<file path="config.mk">
export PLATFORM = sky130hd
export DESIGN_NAME = rt_timer
export DESIGN_NICKNAME = d
export VERILOG_FILES = /design/src/rtl/rt_timer_pkg.sv /design/src/rtl/rt_prescaler.sv /design/src/rtl/rt_counter.sv /design/src/rtl/rt_flags.sv /design/src/rtl/rt_timer.sv
export SDC_FILE = /design/constraint.sdc
export NUM_CORES = 1
export LEC_CHECK = 0
export BUFFER_PORTS_ARGS = -buffer_cell sky130_fd_sc_hd__buf_2
export CAP_MARGIN = 10
export CORE_ASPECT_RATIO = 0.9
export CORE_MARGIN = 8
export CORE_UTILIZATION = 55
export CTS_CLUSTER_SIZE = 8
export DETAILED_ROUTE_END_ITERATION = 10
export PLACE_DENSITY = 0.71
export SYNTH_ARGS = -nofsm -noshare
export SYNTH_HDL_FRONTEND = slang
export SYNTH_SLANG_ARGS = --single-unit
</file>
<file path="constraint.sdc">
create_clock -name clk -period 11.1 [get_ports clk]
set_clock_uncertainty 0.15 [all_clocks]
set_input_delay 1.11 -clock clk [delete_from_list [all_inputs] [get_ports clk]]
set_output_delay 1.11 -clock clk [all_outputs]
set_load 0.1 [all_outputs]
</file>
<file path="src/rtl/rt_timer_pkg.sv">
package rt_timer_pkg;

    localparam int DIV_W  = 16;
    localparam int CNT_W  = 32;
    localparam int SEL_W  = 3;
    localparam int ADDR_W = 3;
    localparam int DATA_W = 32;
    localparam int SEC_W  = 2 * ((1 << SEL_W) - 1) + 1;

    localparam logic [DIV_W-1:0] DIV_RESET = 16'h8000;
    localparam int               DIV_MIN   = 3;

    localparam int MB_ALM_IE  = 16;
    localparam int MB_ROLL_IE = 17;
    localparam int MB_RESTART = 18;
    localparam int MB_STOP    = 20;
    localparam int MB_SEC_ALM = 21;
    localparam int MB_EXT     = 24;

    typedef enum logic [ADDR_W-1:0] {
        A_MODE   = 3'd0,
        A_ALARM  = 3'd1,
        A_MODSEL = 3'd2,
        A_COUNT  = 3'd3,
        A_STATUS = 3'd4
    } reg_addr_e;

    typedef struct packed {
        logic             ext_sel;
        logic             sec_to_alarm;
        logic             stop;
        logic             roll_ie;
        logic             alm_ie;
        logic [DIV_W-1:0] div;
    } mode_t;

    typedef struct packed {
        logic sec;
        logic roll;
        logic alm;
    } flags_t;

    function automatic mode_t word_to_mode(input logic [DATA_W-1:0] w);
        mode_t m;
        m.div          = w[DIV_W-1:0];
        m.alm_ie       = w[MB_ALM_IE];
        m.roll_ie      = w[MB_ROLL_IE];
        m.stop         = w[MB_STOP];
        m.sec_to_alarm = w[MB_SEC_ALM];
        m.ext_sel      = w[MB_EXT];
        return m;
    endfunction

    function automatic logic [DATA_W-1:0] mode_to_word(input mode_t m);
        logic [DATA_W-1:0] w;
        w                = '0;
        w[DIV_W-1:0]     = m.div;
        w[MB_ALM_IE]     = m.alm_ie;
        w[MB_ROLL_IE]    = m.roll_ie;
        w[MB_STOP]       = m.stop;
        w[MB_SEC_ALM]    = m.sec_to_alarm;
        w[MB_EXT]        = m.ext_sel;
        return w;
    endfunction

endpackage

</file>
<file path="src/rtl/rt_prescaler.sv">
module rt_prescaler
    import rt_timer_pkg::*;
#(
    parameter int W   = DIV_W,
    parameter int MIN = DIV_MIN
) (
    input  logic         clk,
    input  logic         rst,
    input  logic         restart,
    input  logic         stop,
    input  logic [W-1:0] div,
    output logic         roll
);
    localparam logic [W-1:0] MIN_D = W'(MIN);

    logic [W-1:0] phase_q;
    logic [W-1:0] last;

    // Illegal small dividers fall back to the smallest legal one.
    always_comb begin
        if (div < MIN_D) last = MIN_D - W'(1);
        else             last = div - W'(1);
    end

    assign roll = !stop && (phase_q >= last);

    always_ff @(posedge clk) begin
        if (rst)          phase_q <= '0;
        else if (restart) phase_q <= '0;
        else if (!stop)   phase_q <= roll ? '0 : phase_q + W'(1);
    end

    p_phase_reload_r5: assert property (@(posedge clk) disable iff (rst)
        restart |=> (phase_q == '0));

    p_phase_hold_r6: assert property (@(posedge clk) disable iff (rst)
        (stop && !restart) |=> $stable(phase_q));
endmodule

</file>
<file path="src/rtl/rt_counter.sv">
module rt_counter
    import rt_timer_pkg::*;
#(
    parameter int W = CNT_W
) (
    input  logic         clk,
    input  logic         rst,
    input  logic         restart,
    input  logic         stop,
    input  logic         ext_sel,
    input  logic         roll,
    input  logic         sec_tick,
    input  logic [W-1:0] alarm_val,
    output logic [W-1:0] count,
    output logic         match
);
    logic step;

    assign step  = !stop && (ext_sel ? sec_tick : roll);
    assign match = (count == alarm_val);

    always_ff @(posedge clk) begin
        if (rst)          count <= '0;
        else if (restart) count <= '0;
        else if (step)    count <= count + W'(1);
    end

    p_count_step_r2: assert property (@(posedge clk) disable iff (rst)
        (count != $past(count)) |-> ((count == $past(count) + W'(1)) || (count == '0)));

    p_count_freeze_r6: assert property (@(posedge clk) disable iff (rst)
        (stop && !restart) |=> $stable(count));

    p_ext_only_r4: assert property (@(posedge clk) disable iff (rst)
        (ext_sel && !sec_tick && !restart) |=> $stable(count));
endmodule

</file>
<file path="src/rtl/rt_flags.sv">
module rt_flags
    import rt_timer_pkg::*;
#(
    parameter int SW = SEL_W,
    parameter int CW = SEC_W
) (
    input  logic          clk,
    input  logic          rst,
    input  logic          restart,
    input  logic          rd_status,
    input  logic          roll,
    input  logic          match,
    input  logic [SW-1:0] sel,
    output flags_t        flags
);
    logic [CW-1:0] win_q;
    logic [CW-1:0] limit;
    logic [CW-1:0] base;
    logic [CW-1:0] inc;
    logic          hit;

    // Window length is 4^sel roll-overs.
    assign limit = CW'(1) << (2 * sel);
    assign base  = (rd_status || restart) ? '0 : win_q;
    assign inc   = base + CW'(1);
    assign hit   = roll && (inc == limit);

    always_ff @(posedge clk) begin
        if (rst)       win_q <= '0;
        else if (hit)  win_q <= '0;
        else if (roll) win_q <= inc;
        else           win_q <= base;
    end

    always_ff @(posedge clk) begin
        if (rst) begin
            flags <= '0;
        end else begin
            flags.alm  <= match | (flags.alm  & !rd_status);
            flags.roll <= roll  | (flags.roll & !rd_status);
            flags.sec  <= hit   | (flags.sec  & !rd_status);
        end
    end

    p_roll_sets_r2: assert property (@(posedge clk) disable iff (rst)
        roll |=> flags.roll);

    p_read_clears_r8: assert property (@(posedge clk) disable iff (rst)
        (rd_status && !roll) |=> !flags.roll);

    p_window_bound_r9: assert property (@(posedge clk) disable iff (rst)
        (win_q < limit) || $changed(sel));
endmodule

</file>
<file path="src/rtl/rt_timer.sv">
module rt_timer
    import rt_timer_pkg::*;
(
    input  logic              clk,
    input  logic              rst,
    input  logic              wr_en,
    input  logic              rd_en,
    input  logic [ADDR_W-1:0] addr,
    input  logic [DATA_W-1:0] wdata,
    output logic [DATA_W-1:0] rdata,
    input  logic              sec_tick,
    output logic              alarm_o,
    output logic              irq_o
);
    mode_t             mode_q;
    logic [CNT_W-1:0]  alarm_q;
    logic [SEL_W-1:0]  sel_q;
    logic [CNT_W-1:0]  count;
    logic              match;
    logic              roll;
    logic              restart;
    logic              rd_status;
    flags_t            flags;

    assign restart   = wr_en && (addr == A_MODE) && wdata[MB_RESTART];
    assign rd_status = rd_en && (addr == A_STATUS);

    always_ff @(posedge clk) begin
        if (rst) begin
            mode_q     <= '0;
            mode_q.div <= DIV_RESET;
            alarm_q    <= '1;
            sel_q      <= '0;
        end else if (wr_en) begin
            case (addr)
                A_MODE:   mode_q  <= word_to_mode(wdata);
                A_ALARM:  alarm_q <= wdata[CNT_W-1:0];
                A_MODSEL: sel_q   <= wdata[SEL_W-1:0];
                default: ;
            endcase
        end
    end

    always_comb begin
        rdata = '0;
        case (addr)
            A_MODE:   rdata = mode_to_word(mode_q);
            A_ALARM:  rdata = DATA_W'(alarm_q);
            A_MODSEL: rdata = DATA_W'(sel_q);
            A_COUNT:  rdata = DATA_W'(count);
            A_STATUS: rdata = DATA_W'(flags);
            default:  rdata = '0;
        endcase
    end

    rt_prescaler #(.W(DIV_W), .MIN(DIV_MIN)) u_pre (
        .clk     (clk),
        .rst     (rst),
        .restart (restart),
        .stop    (mode_q.stop),
        .div     (mode_q.div),
        .roll    (roll)
    );

    rt_counter #(.W(CNT_W)) u_cnt (
        .clk       (clk),
        .rst       (rst),
        .restart   (restart),
        .stop      (mode_q.stop),
        .ext_sel   (mode_q.ext_sel),
        .roll      (roll),
        .sec_tick  (sec_tick),
        .alarm_val (alarm_q),
        .count     (count),
        .match     (match)
    );

    rt_flags #(.SW(SEL_W), .CW(SEC_W)) u_flg (
        .clk       (clk),
        .rst       (rst),
        .restart   (restart),
        .rd_status (rd_status),
        .roll      (roll),
        .match     (match),
        .sel       (sel_q),
        .flags     (flags)
    );

    assign alarm_o = flags.alm | (mode_q.sec_to_alarm & flags.sec);
    assign irq_o   = (mode_q.alm_ie & flags.alm) | (mode_q.roll_ie & flags.roll);

    p_match_flag_r7: assert property (@(posedge clk) disable iff (rst)
        (count == alarm_q) |=> flags.alm);

    p_alarm_quiet_r10: assert property (@(posedge clk) disable iff (rst)
        (!flags.alm && !flags.sec) |-> !alarm_o);

    p_irq_quiet_r11: assert property (@(posedge clk) disable iff (rst)
        (!mode_q.alm_ie && !mode_q.roll_ie) |-> !irq_o);
endmodule

</file>
==> results.json <==
{
  "period_share": 0.431,
  "io_pins": 74,
  "cts_sinks": 122,
  "first_global_vias": 6374,
  "r2r_cells": 15,
  "h-tree-depth": 4,
  "area_growth_pct": 13.5,
  "postSynthAreaPerCell_um2": 8.10,
  "cpPeakStageDelay_ns": 0.56,
  "synth_seq_cells": 122,
  "worstMarginPinSlew_ns": 1.12,
  "ys_types": 60,
  "hp-class": "reg -> reg",
  "synth_area_leaders": "dfxtp_1, nand2_1, mux2i_1, xnor2_1, nor2_1",
  "cp_slowest_cell": "or4_1",
  "nNetsFinal": 1007,
  "wirelength_mm": 19.3,
  "holdWs_ns": 0.328,
  "cts_tree": "built",
  "antenna_found_initial": 0,
  "endpoint_kind": "flop",
  "path_buf_inv": 2,
  "track_usage": 0.231,
  "cp_max_fo": 45,
  "synth-xor-area-share": 0.115,
  "synth_nets": 967,
  "viasPerCell": 5.81,
  "drcViolationCount": 0,
  "status": "complete, no violations",
  "start_util": 0.555,
  "start_kind": "input pin",
  "cts_setup_buffers": 0,
  "reg2reg_slack_ns": 6.46,
  "p_leak_nw": 3.25,
  "synth_ff_type": "dfxtp_1",
  "hpwl_mm": 13.7,
  "crit_family": "simple AND/OR/NAND/NOR gates",
  "placed_area_um2": 7750,
  "synthCells": 906,
  "wl_per_cell_um": 17.2,
  "crit_required_ns": 11.23,
  "clockBufferDepth": 2,
  "yosys.area_share.simple": 0.245,
  "min_to": "mode_q[16]$_SDFFE_PP0N_",
  "critPathArrivalTime_ns": 4.91,
  "num_vias": 6547,
  "place_inst": 1095,
  "rsz0062_at_grt": "no",
  "ant_nets": 0,
  "drive_gt1_frac": 0.146,
  "synth_area_um2": 7340,
  "grt_max_degree": 46,
  "path_clk_slew_ns": 0.06,
  "antenna_cells": 0,
  "cts_resized": 0,
  "io_buffers": 73,
  "synth_top_family_by_area": "simple AND/OR/NAND/NOR gates",
  "place_ws_ns": 5.94,
  "fin_crit_ns": 4.78,
  "worstHoldStart": "mode_q[16]$_SDFFE_PP0N_",
  "dr.pass1.iters": 5,
  "die_w_um": 138,
  "drv_cap": 0,
  "core_area_um2": 13200,
  "rr_endpoint": "u_cnt.count[29]$_SDFFE_PP0P_",
  "yosys-top-cells-count": "nand2_1, dfxtp_1, nor2_1",
  "synth_fa_ha_area_frac": 0.0358,
  "gr-total-overflow": 0,
  "fmax_mhz": 209,
  "synthMuxAreaShare": 0.0900,
  "drv_slew": 0,
  "finalSetupTns_ns": 0,
  "fin_ws_ns": 6.32,
  "power_mw": 1.14,
  "die-height_um": 126,
  "hold_viol": 0,
  "path_cells": "buf_2, buf_4, nor4bb_1, a21oi_1, and2_1, ha_1, nand4_2, or4_1, xor2_1, a211o_1, nand4_2, nor4_4, nor3_1",
  "synth-edff-count": 0,
  "synth_compound_area_frac": 0.137,
  "synth_area_leader_cell": "dfxtp_1",
  "rows": 40,
  "critical_path_class": "in -> reg",
  "cts_root_buf": "clkbuf_16",
  "slew_headroom": 0.250,
  "p_per_area_nw_per_um2": 136,
  "synth.most_common_cell": "nand2_1",
  "hold_depth": 2,
  "detail_route.iter0.violations": 406,
  "vdd_drop_max_mv": 0.121,
  "grt_pass1_wl_mm": 32.3,
  "gp_congestion": 0.844,
  "fin_util": 0.631,
  "synth_top_area_share": 0.333,
  "synthArstFlopShare": 0,
  "final_cell_count_no_fill": 1127,
  "dieArea_um2": 17300,
  "yosys_warnings": 0,
  "stdcell_area_um2": 8330,
  "cpMostUsedCell": "nand4_2",
  "reg2reg_from": "mode_q[6]$_SDFFE_PP0N_",
  "setup_viol": 0,
  "synth.yosys.seq_area_share": 0.333,
  "clock_latency_ns": 0.43,
  "numCtsBuffers": 17,
  "ctsHoldBuffers": 0
}
==> cell type report <==
class	instances	area (um2)
fill	1190	4880
tap	168	210
sequential	122	2440
multi-input combinational	701	4580
clock buffer	18	439
timing repair buffer	81	425
inverter	23	86.3
clock inverter	14	146
==> placed cells by master, fill, tap and decap left out, drive strengths merged, types with 7 or more instances in the layout <==
cell	n
and2	7
buf	81
nor3	17
dfxtp	122
ha	21
inv	25
clkinv	7
or4	7
o2111ai	16
and3	8
nand2	131
clkbuf	18
or3	15
mux2	12
nor2	101
xor2	43
o21ai	27
mux2i	48
o211ai	15
nand4	22
a21oi	40
xnor2	53
a22oi	19
a211oi	10
nor4	12
nand3	27
==> worst max-delay path by stage <==
stage	from	endpoint	slack [ns]	cells past startpoint
6_report	addr[1]	u_flg.win_q[0]$_SDFF_PP0_	6.32	13
2_1_floorplan	addr[1]	rdata[0]	5.86	5
5_1_grt	addr[1]	u_flg.win_q[0]$_SDFF_PP0_	5.99	13
4_1_cts	addr[1]	u_flg.win_q[0]$_SDFF_PP0_	6.39	13
3_5_place_dp	addr[1]	u_flg.win_q[14]$_SDFF_PP0_	5.94	13
3_3_place_gp	addr[1]	u_flg.win_q[12]$_SDFF_PP0_	6.01	13
==> power breakdown <==
part	internal, mW	switching (mW)	total [mW]
combinational	0.0403	0.0967	0.137
clock	0.336	0.212	0.548
sequential	0.444	0.00797	0.452
==> worst reg2reg max path, delay by kind of cell (launching register included) <==
family / cells / cell delay (ns)
compound gates: 6 / 1.29
flops: 1 / 0.37
fa+ha+maj: 1 / 0.20
simple gates: 7 / 2.22
buf+inv: 1 / 0.30
==> registers in the layout (all words and copies together), names as in the netlist <==
name	flops
u_flg.flags	3
u_pre.phase_q	16
u_flg.win_q	15
sel_q	3
u_cnt.count	32
alarm_q	32
mode_q	21
==> routing by layer <==
layer	GRT usage	vias to the layer above	wire length [um]
met5	0	-	0
met4	0.0878	0	452
met3	0.0580	35	1020
met2	0.350	162	8760
met1	0.309	3068	9110
li1	-	3282	-
==> logic make-up after synthesis <==
family,after synthesis
XOR/XNOR,96
adder cells (fa/ha/maj),21
multiplexers,62
buffers and inverters,83
AO/OA/AOI/OAI,150
flip-flops,122
AND/OR/NAND/NOR,372
(Power assumes the default switching activity.)
